### src/rtl/usbld_pkg.sv
package usbld_pkg;
  typedef enum logic [1:0] {
    SYM_J   = 2'd0,
    SYM_K   = 2'd1,
    SYM_SE0 = 2'd2,
    SYM_SE1 = 2'd3
  } line_sym_e;

  typedef enum logic [1:0] {
    ST_IDLE = 2'd0,
    ST_DATA = 2'd1,
    ST_END  = 2'd2
  } dec_state_e;

  localparam int unsigned LS_RATE_DIV = 8;  // full-speed / low-speed bit rate
  localparam int unsigned STUFF_RUN   = 6;
endpackage

### src/rtl/usbld_classify.sv
module usbld_classify
  import usbld_pkg::*;
(
  input  logic      dp_i,
  input  logic      dm_i,
  input  logic      low_speed_i,
  output line_sym_e sym_o
);
  always_comb begin
    case ({dp_i, dm_i})
      2'b00:   sym_o = SYM_SE0;
      2'b11:   sym_o = SYM_SE1;
      2'b10:   sym_o = low_speed_i ? SYM_K : SYM_J;
      default: sym_o = low_speed_i ? SYM_J : SYM_K;
    endcase
  end
endmodule

### src/rtl/usbld_bit_timer.sv
module usbld_bit_timer
  import usbld_pkg::*;
#(
  parameter int unsigned FS_SPB = 4
) (
  input  logic clk_i,
  input  logic rst_ni,
  input  logic low_speed_i,
  input  logic start_i,
  input  logic run_i,
  output logic tick_o
);
  localparam int unsigned LS_SPB = FS_SPB * LS_RATE_DIV;
  localparam int unsigned CNT_W  = $clog2(LS_SPB);

  logic [CNT_W-1:0] cnt_q;
  logic [CNT_W-1:0] period_m1;
  logic [CNT_W-1:0] half_m1;

  always_comb begin
    period_m1 = low_speed_i ? CNT_W'(LS_SPB - 1)     : CNT_W'(FS_SPB - 1);
    half_m1   = low_speed_i ? CNT_W'(LS_SPB / 2 - 1) : CNT_W'(FS_SPB / 2 - 1);
  end

  assign tick_o = run_i && (cnt_q == '0);

  always_ff @(posedge clk_i or negedge rst_ni) begin
    if (!rst_ni) begin
      cnt_q <= '0;
    end else if (start_i) begin
      cnt_q <= half_m1;  // first sample point lands mid-bit
    end else if (run_i) begin
      cnt_q <= (cnt_q == '0) ? period_m1 : cnt_q - 1'b1;
    end
  end
endmodule

### src/rtl/usbld_frame_fsm.sv
module usbld_frame_fsm
  import usbld_pkg::*;
(
  input  logic      clk_i,
  input  logic      rst_ni,
  input  line_sym_e sym_i,
  input  logic      tick_i,
  output logic      start_o,
  output logic      run_o,
  output logic      sop_o,
  output logic      sym_valid_o,
  output line_sym_e sym_o,
  output logic      bit_valid_o,
  output logic      bit_o,
  output logic      stuff_o,
  output logic      eop_o
);
  localparam int unsigned ONES_W = $clog2(STUFF_RUN + 2);

  dec_state_e state_q, state_d;
  line_sym_e  prev_q, prev_d;
  line_sym_e  last_q;
  logic [ONES_W-1:0] ones_q, ones_d;
  logic sop_d, symv_d, bitv_d, bit_d, stuff_d, eop_d;
  logic same_sym;

  assign start_o  = (state_q == ST_IDLE) && (last_q == SYM_J) && (sym_i == SYM_K);
  assign run_o    = (state_q != ST_IDLE);
  assign same_sym = (sym_i == prev_q);

  always_comb begin
    state_d = state_q;
    prev_d  = prev_q;
    ones_d  = ones_q;
    sop_d   = 1'b0;
    symv_d  = 1'b0;
    bitv_d  = 1'b0;
    bit_d   = 1'b0;
    stuff_d = 1'b0;
    eop_d   = 1'b0;
    case (state_q)
      ST_IDLE: begin
        prev_d = SYM_J;
        ones_d = '0;
        if (start_o) begin
          state_d = ST_DATA;
          sop_d   = 1'b1;
        end
      end
      ST_DATA: begin
        if (tick_i) begin
          symv_d = 1'b1;
          prev_d = sym_i;
          case (sym_i)
            SYM_SE0: state_d = ST_END;
            SYM_SE1: ;
            default: begin
              if (!same_sym && ones_q == ONES_W'(STUFF_RUN)) begin
                stuff_d = 1'b1;
                ones_d  = '0;
              end else begin
                bitv_d = 1'b1;
                bit_d  = same_sym;
                if (!same_sym)         ones_d = '0;
                else if (ones_q != '1) ones_d = ones_q + 1'b1;
              end
            end
          endcase
        end
      end
      ST_END: begin
        if (tick_i) begin
          symv_d = 1'b1;
          prev_d = sym_i;
          if (sym_i == SYM_J && prev_q == SYM_SE0) begin
            eop_d   = 1'b1;
            state_d = ST_IDLE;
            ones_d  = '0;
          end
        end
      end
      default: state_d = ST_IDLE;
    endcase
  end

  always_ff @(posedge clk_i or negedge rst_ni) begin
    if (!rst_ni) begin
      state_q     <= ST_IDLE;
      prev_q      <= SYM_J;
      last_q      <= SYM_J;
      ones_q      <= '0;
      sop_o       <= 1'b0;
      sym_valid_o <= 1'b0;
      sym_o       <= SYM_J;
      bit_valid_o <= 1'b0;
      bit_o       <= 1'b0;
      stuff_o     <= 1'b0;
      eop_o       <= 1'b0;
    end else begin
      state_q     <= state_d;
      prev_q      <= prev_d;
      last_q      <= sym_i;
      ones_q      <= ones_d;
      sop_o       <= sop_d;
      sym_valid_o <= symv_d;
      if (symv_d) sym_o <= sym_i;
      bit_valid_o <= bitv_d;
      bit_o       <= bit_d;
      stuff_o     <= stuff_d;
      eop_o       <= eop_d;
    end
  end
endmodule

### src/rtl/usb_line_decoder.sv
module usb_line_decoder
  import usbld_pkg::*;
#(
  parameter int unsigned FS_SPB = 4
) (
  input  logic       clk_i,
  input  logic       rst_ni,
  input  logic       low_speed_i,
  input  logic       dp_i,
  input  logic       dm_i,
  output logic       sop_o,
  output logic       sym_valid_o,
  output logic [1:0] sym_o,
  output logic       bit_valid_o,
  output logic       bit_o,
  output logic       stuff_o,
  output logic       eop_o
);
  line_sym_e line_sym;
  line_sym_e sym_out;
  logic      start, run, tick;

  usbld_classify u_classify (
    .dp_i        (dp_i),
    .dm_i        (dm_i),
    .low_speed_i (low_speed_i),
    .sym_o       (line_sym)
  );

  usbld_bit_timer #(.FS_SPB(FS_SPB)) u_timer (
    .clk_i       (clk_i),
    .rst_ni      (rst_ni),
    .low_speed_i (low_speed_i),
    .start_i     (start),
    .run_i       (run),
    .tick_o      (tick)
  );

  usbld_frame_fsm u_fsm (
    .clk_i       (clk_i),
    .rst_ni      (rst_ni),
    .sym_i       (line_sym),
    .tick_i      (tick),
    .start_o     (start),
    .run_o       (run),
    .sop_o       (sop_o),
    .sym_valid_o (sym_valid_o),
    .sym_o       (sym_out),
    .bit_valid_o (bit_valid_o),
    .bit_o       (bit_o),
    .stuff_o     (stuff_o),
    .eop_o       (eop_o)
  );

  assign sym_o = sym_out;
endmodule

### config.mk
export PLATFORM = sky130hd
export DESIGN_NAME = usb_line_decoder
export DESIGN_NICKNAME = d
export VERILOG_FILES = /design/src/rtl/usbld_pkg.sv /design/src/rtl/usbld_classify.sv /design/src/rtl/usbld_bit_timer.sv /design/src/rtl/usbld_frame_fsm.sv /design/src/rtl/usb_line_decoder.sv
export SDC_FILE = /design/constraint.sdc
export NUM_CORES = 1
export LEC_CHECK = 0
export BUFFER_PORTS_ARGS = -buffer_cell sky130_fd_sc_hd__buf_2
export CELL_PAD_IN_SITES_DETAIL_PLACEMENT = 0
export CELL_PAD_IN_SITES_GLOBAL_PLACEMENT = 2
export CORE_MARGIN = 2
export CORE_UTILIZATION = 30
export CTS_CLUSTER_DIAMETER = 150
export DETAILED_ROUTE_END_ITERATION = 12
export HOLD_SLACK_MARGIN = 0.15
export PLACE_DENSITY = 0.63
export SETUP_SLACK_MARGIN = 0.5
export SYNTH_ARGS = -nofsm -noshare
export SYNTH_HDL_FRONTEND = slang
export SYNTH_SLANG_ARGS = --single-unit
export TNS_END_PERCENT = 30
### constraint.sdc
create_clock -name clk_i -period 3.1 [get_ports clk_i]
set_clock_uncertainty 0.05 [all_clocks]
set_input_delay 0.31 -clock clk_i [delete_from_list [all_inputs] [get_ports clk_i]]
set_output_delay 0.31 -clock clk_i [all_outputs]
set_load 0.05 [all_outputs]
==> results <==
- For this run the aggregate overflow at the end of global routing stands at 0.
- At the worst endpoint, the required time is 3.21 ns.
- The worst setup path is launched from a flop.
- Of the available clock period, the critical path in the final layout requires 0.780.
- The measured slew at the worst slew-check pin is 0.507 ns.
- The initial standard-cell utilization of the core is 0.310.
- Yosys mapped the design onto 39 distinct sky130hd cell types.
- The first TritonRoute pass finished after 4 iterations.
- The routed via count is 898.
- After floorplanning, the core was sized to cover 4000 µm².
- The leading register cell type out of synthesis is dfrtp_1.
- After routing, the total negative slack on setup checks comes to 0 ns.
- The number of buffers added by the clock tree synthesis step is 3.
- The worst setup path is captured at a flop.
- The cell row count is 23.
- The antenna cell count is 0.
- Routability-driven placement finished with a final weighted congestion of 0.746.
- The cell count after synthesis came out at 119.
- The power per cell area is 721 nW/µm².
- The highest attainable clock frequency is 413 MHz.
- By count the netlist is led by 22 x dfrtp_1, 11 x inv_1, 10 x nor2_1, 8 x ha_1, 8 x nand2_1.
- The tree is rooted in a clkbuf_8.
- The initial DRC count is 91.
- For this design the top-level I/O count stands at 13.
- Of the cells placed in the final design, the portion with a size suffix greater than 1 is 0.195.
- After synthesis, the cell types taking the most area are dfrtp_1 44%, ha_1 8.1%, mux2_2 3.6%, inv_1 3.3%, mux2i_1 3.2%.
- The number of buffers inserted to repair setup after CTS is 0.
- In the routed layout, each cell is associated on average with a via count of 4.91.
- The fraction of synthesis flops using an asynchronous set or reset pin is 1.00.
- Dividing the synthesized area by the synthesized cell count gives 10.4 µm².
- Measured against its own limit, the worst slew margin works out to 0.662.
- The number of hold-slack violations in the final timing report is 0.
- The first global-routing pass estimated 4540 µm of wire.
- The max-capacitance violation count is 0.
- For the worst setup path, the data arrival time is 2.53 ns.
- In the global route stage, overall resource usage came out at 0.135.
- CTS built an H-tree with a depth of 1.
- Setup repair after global routing left no endpoint under its margin.
- Counting flops with a built-in enable in the synthesized netlist gives 0.
- The sum of net half-perimeters after detailed placement is 1950 µm.
- At the placement stage, the worst setup path has a slack of 0.675 ns.
- From bottom edge to top edge, the die measures 68.3 µm.
- The final count of negative-setup-slack endpoints is 0.
- The number of nets at the end of the flow is 147.
- The post-detailed-route count of antenna-violating nets is 0.
- The flow ran to the end, and the final reports show no timing, DRC or antenna violations.
- The maximum fanout count along the critical path is 4.
- The fill cell instance count of the final layout is 400.
- The clock insertion delay at the later pin of the skew report is 0.26 ns.
- The area share of xor/xnor cells in the synthesized design is 0.0212.
- The combinational family with the most area after synthesis is simple AND/OR/NAND/NOR gates.
- The wire length per cell after detailed routing is 14.2 µm.
- Yosys printed 0 warnings.
- After clock tree synthesis, the clock-pin slew on the worst setup and hold paths is 0.09 ns.
- The clock tree from TritonCTS is built.
- In the post-synthesis netlist, the cell with the most instances is dfrtp_1.
- The area share of fa/ha/maj cells after synthesis is 0.0806.
- Subtracting the final worst setup slack from the clock period gives 2.42 ns.
- The floorplan step set the die width to 68.3 µm.
- The type of the worst setup path is reg2reg.
- Entering global routing, the biggest net connects 23 pins.
- The largest total area in the synthesized netlist belongs to dfrtp_1.
- Relative to the synthesized area, the layout overhead comes to 14.4%.
- The tree built by TritonCTS fans out to 22 sinks.
- The maximum number of buffers from clock root to sink is 2.
- The sequential cell area fraction in the yosys report is 0.444.
- Of the total synthesized cell area, the portion taken by AND, OR, NAND and NOR gates is 0.182.
- The die covers 4670 µm².
- The DRC violation count after routing is 0.
- The register bit total from synthesis is 22.
- The number of antenna violations at the first check in global routing is 0.
- Counting every net in the synthesized netlist gives 132.
- The class of the worst hold path is in2reg.
- The cell leakage power is 0.000687 µW.
- The number of pins exceeding their max-slew limit in the final report is 0.
- The share of synthesized area in the top cell type comes to 0.444.
- The netlist area before placement is 1240 µm².
- The number of global-route vias before repair is 952.
- The complex-gate fraction of the synthesized area came to 0.148.
- Measured against the total synthesized area, the mux share comes to 0.0685.
- After detailed routing, the total wire length is 2610 µm.
- The peak supply drop is 0.236 mV.
- In this run the tool buffered the top-level ports with 12 buffer cells.
- The least setup slack across all paths after layout is 0.681 ns.
[final cells by class]
cell class | count | area (µm²) | share of cell area
Multi-Input combinational cell | 83 | 624 | 0.440
Inverter | 11 | 41.3 | 0.0291
Clock buffer | 3 | 41.3 | 0.0291
Timing Repair Buffer | 13 | 70.1 | 0.0493
Sequential cell | 22 | 551 | 0.388
Tap cell | 50 | 62.6 | 0.0441
Clock inverter | 1 | 30.0 | 0.0211
[sequential cells by signal, summed over array words and instances (netlist names)]
register / cells
u_timer.cnt_q: 5
u_fsm.ones_q: 3
u_fsm.last_q: 2
u_fsm.prev_q: 2
u_fsm.state_q: 2
u_fsm.sym_o: 2
u_fsm.bit_o: 1
u_fsm.bit_valid_o: 1
u_fsm.eop_o: 1
u_fsm.sop_o: 1
u_fsm.stuff_o: 1
u_fsm.sym_valid_o: 1
[per-stage QoR]
stage	instances	area (µm²)	hold WS [ns]	util	power, µW
final	183	1420	0.363	0.355	1020
after global routing	183	1420	0.368	0.355	1110
after CTS	183	1420	0.353	0.354	1030
after detailed placement	178	1340	0.266	0.334	752
after global placement	178	1340	0.268	0.334	749
after floorplan	119	1240	-0.0356	-	682
[power breakdown]
part | internal, µW | leakage [µW] | switching, µW
registers | 342 | 0.000280 | 47.2
clock network | 173 | 0.0000357 | 99.2
logic | 133 | 0.000372 | 230
total | 648 | 0.000687 | 377
[worst paths after layout]
path	cells after the start	startpoint	slack, ns	endpoint
max in group asynchronous	2	rst_ni	2.16	u_timer.cnt_q[0]
worst max-delay path	7	u_timer.cnt_q[0]	0.68	u_fsm.ones_q[2]
worst min-delay path	2	dm_i	0.36	u_fsm.last_q[0]
min in group asynchronous	2	rst_ni	0.49	u_fsm.last_q[1]
worst min register to register	2	u_fsm.sym_o[0]	0.43	u_fsm.sym_o[0]
worst max register to register	7	u_timer.cnt_q[0]	0.68	u_fsm.ones_q[2]
[layer usage]
| layer | vias up | share of wire | track usage |
|---|---|---|---|
| li1 | 443 | - | - |
| met1 | 445 | 0.47 | 0.163 |
| met2 | 8 | 0.51 | 0.238 |
| met3 | 2 | 0.020 | 0.0197 |
| met4 | 0 | 0.0073 | 0.0525 |
| met5 | - | 0 | 0 |
[worst max-delay path, stage by stage, from the launching register on]
cell and delay (ns):
dfrtp_1 0.41, inv_1 0.07, ha_1 0.19, or3b_1 0.39, nor3_2 0.25, o311ai_0 0.21, a211oi_2 0.36, mux2_2 0.38
[cell families after synthesis]
family                   count (synthesis)
AND/OR/NAND/NOR                         41
AO/OA/AOI/OAI                           23
flip-flops                              22
buffers and inverters                   14
multiplexers                             8
adder cells (fa/ha/maj)                  8
XOR/XNOR                                 3
[placed cells by master, fill, tap and decap left out, drive strengths merged]
cell,synthesis,layout
dfrtp,22,22
buf,3,12
inv,11,11
nor2,10,10
nand2,8,8
ha,8,8
o21ai,6,6
nand3,5,5
mux2,4,4
mux2i,4,4
nor3b,3,3
clkbuf,0,3
nor3,3,3
nor2b,2,2
xnor2,2,2
a31oi,2,2
nand3b,2,2
o31ai,2,2
a22oi,2,2
a21oi,2,2
a22o,2,2
or3b,2,2
a211oi,2,2
or2,1,1
nand4b,1,1
or3,1,1
a2111oi,1,1
nand2b,1,1
a32o,1,1
o21a,1,1
or4,1,1
o211a,1,1
and3b,1,1
xor2,1,1
o311ai,1,1
bufinv,0,1
dlygate4sd3,0,1
[repair_timing]
action	CTS	global route
endpoints found under the hold margin	22	0
endpoints found under the setup margin	0	1
hold buffers	1	0
gates resized for setup	0	1
Power figures use the tool's default switching activity.
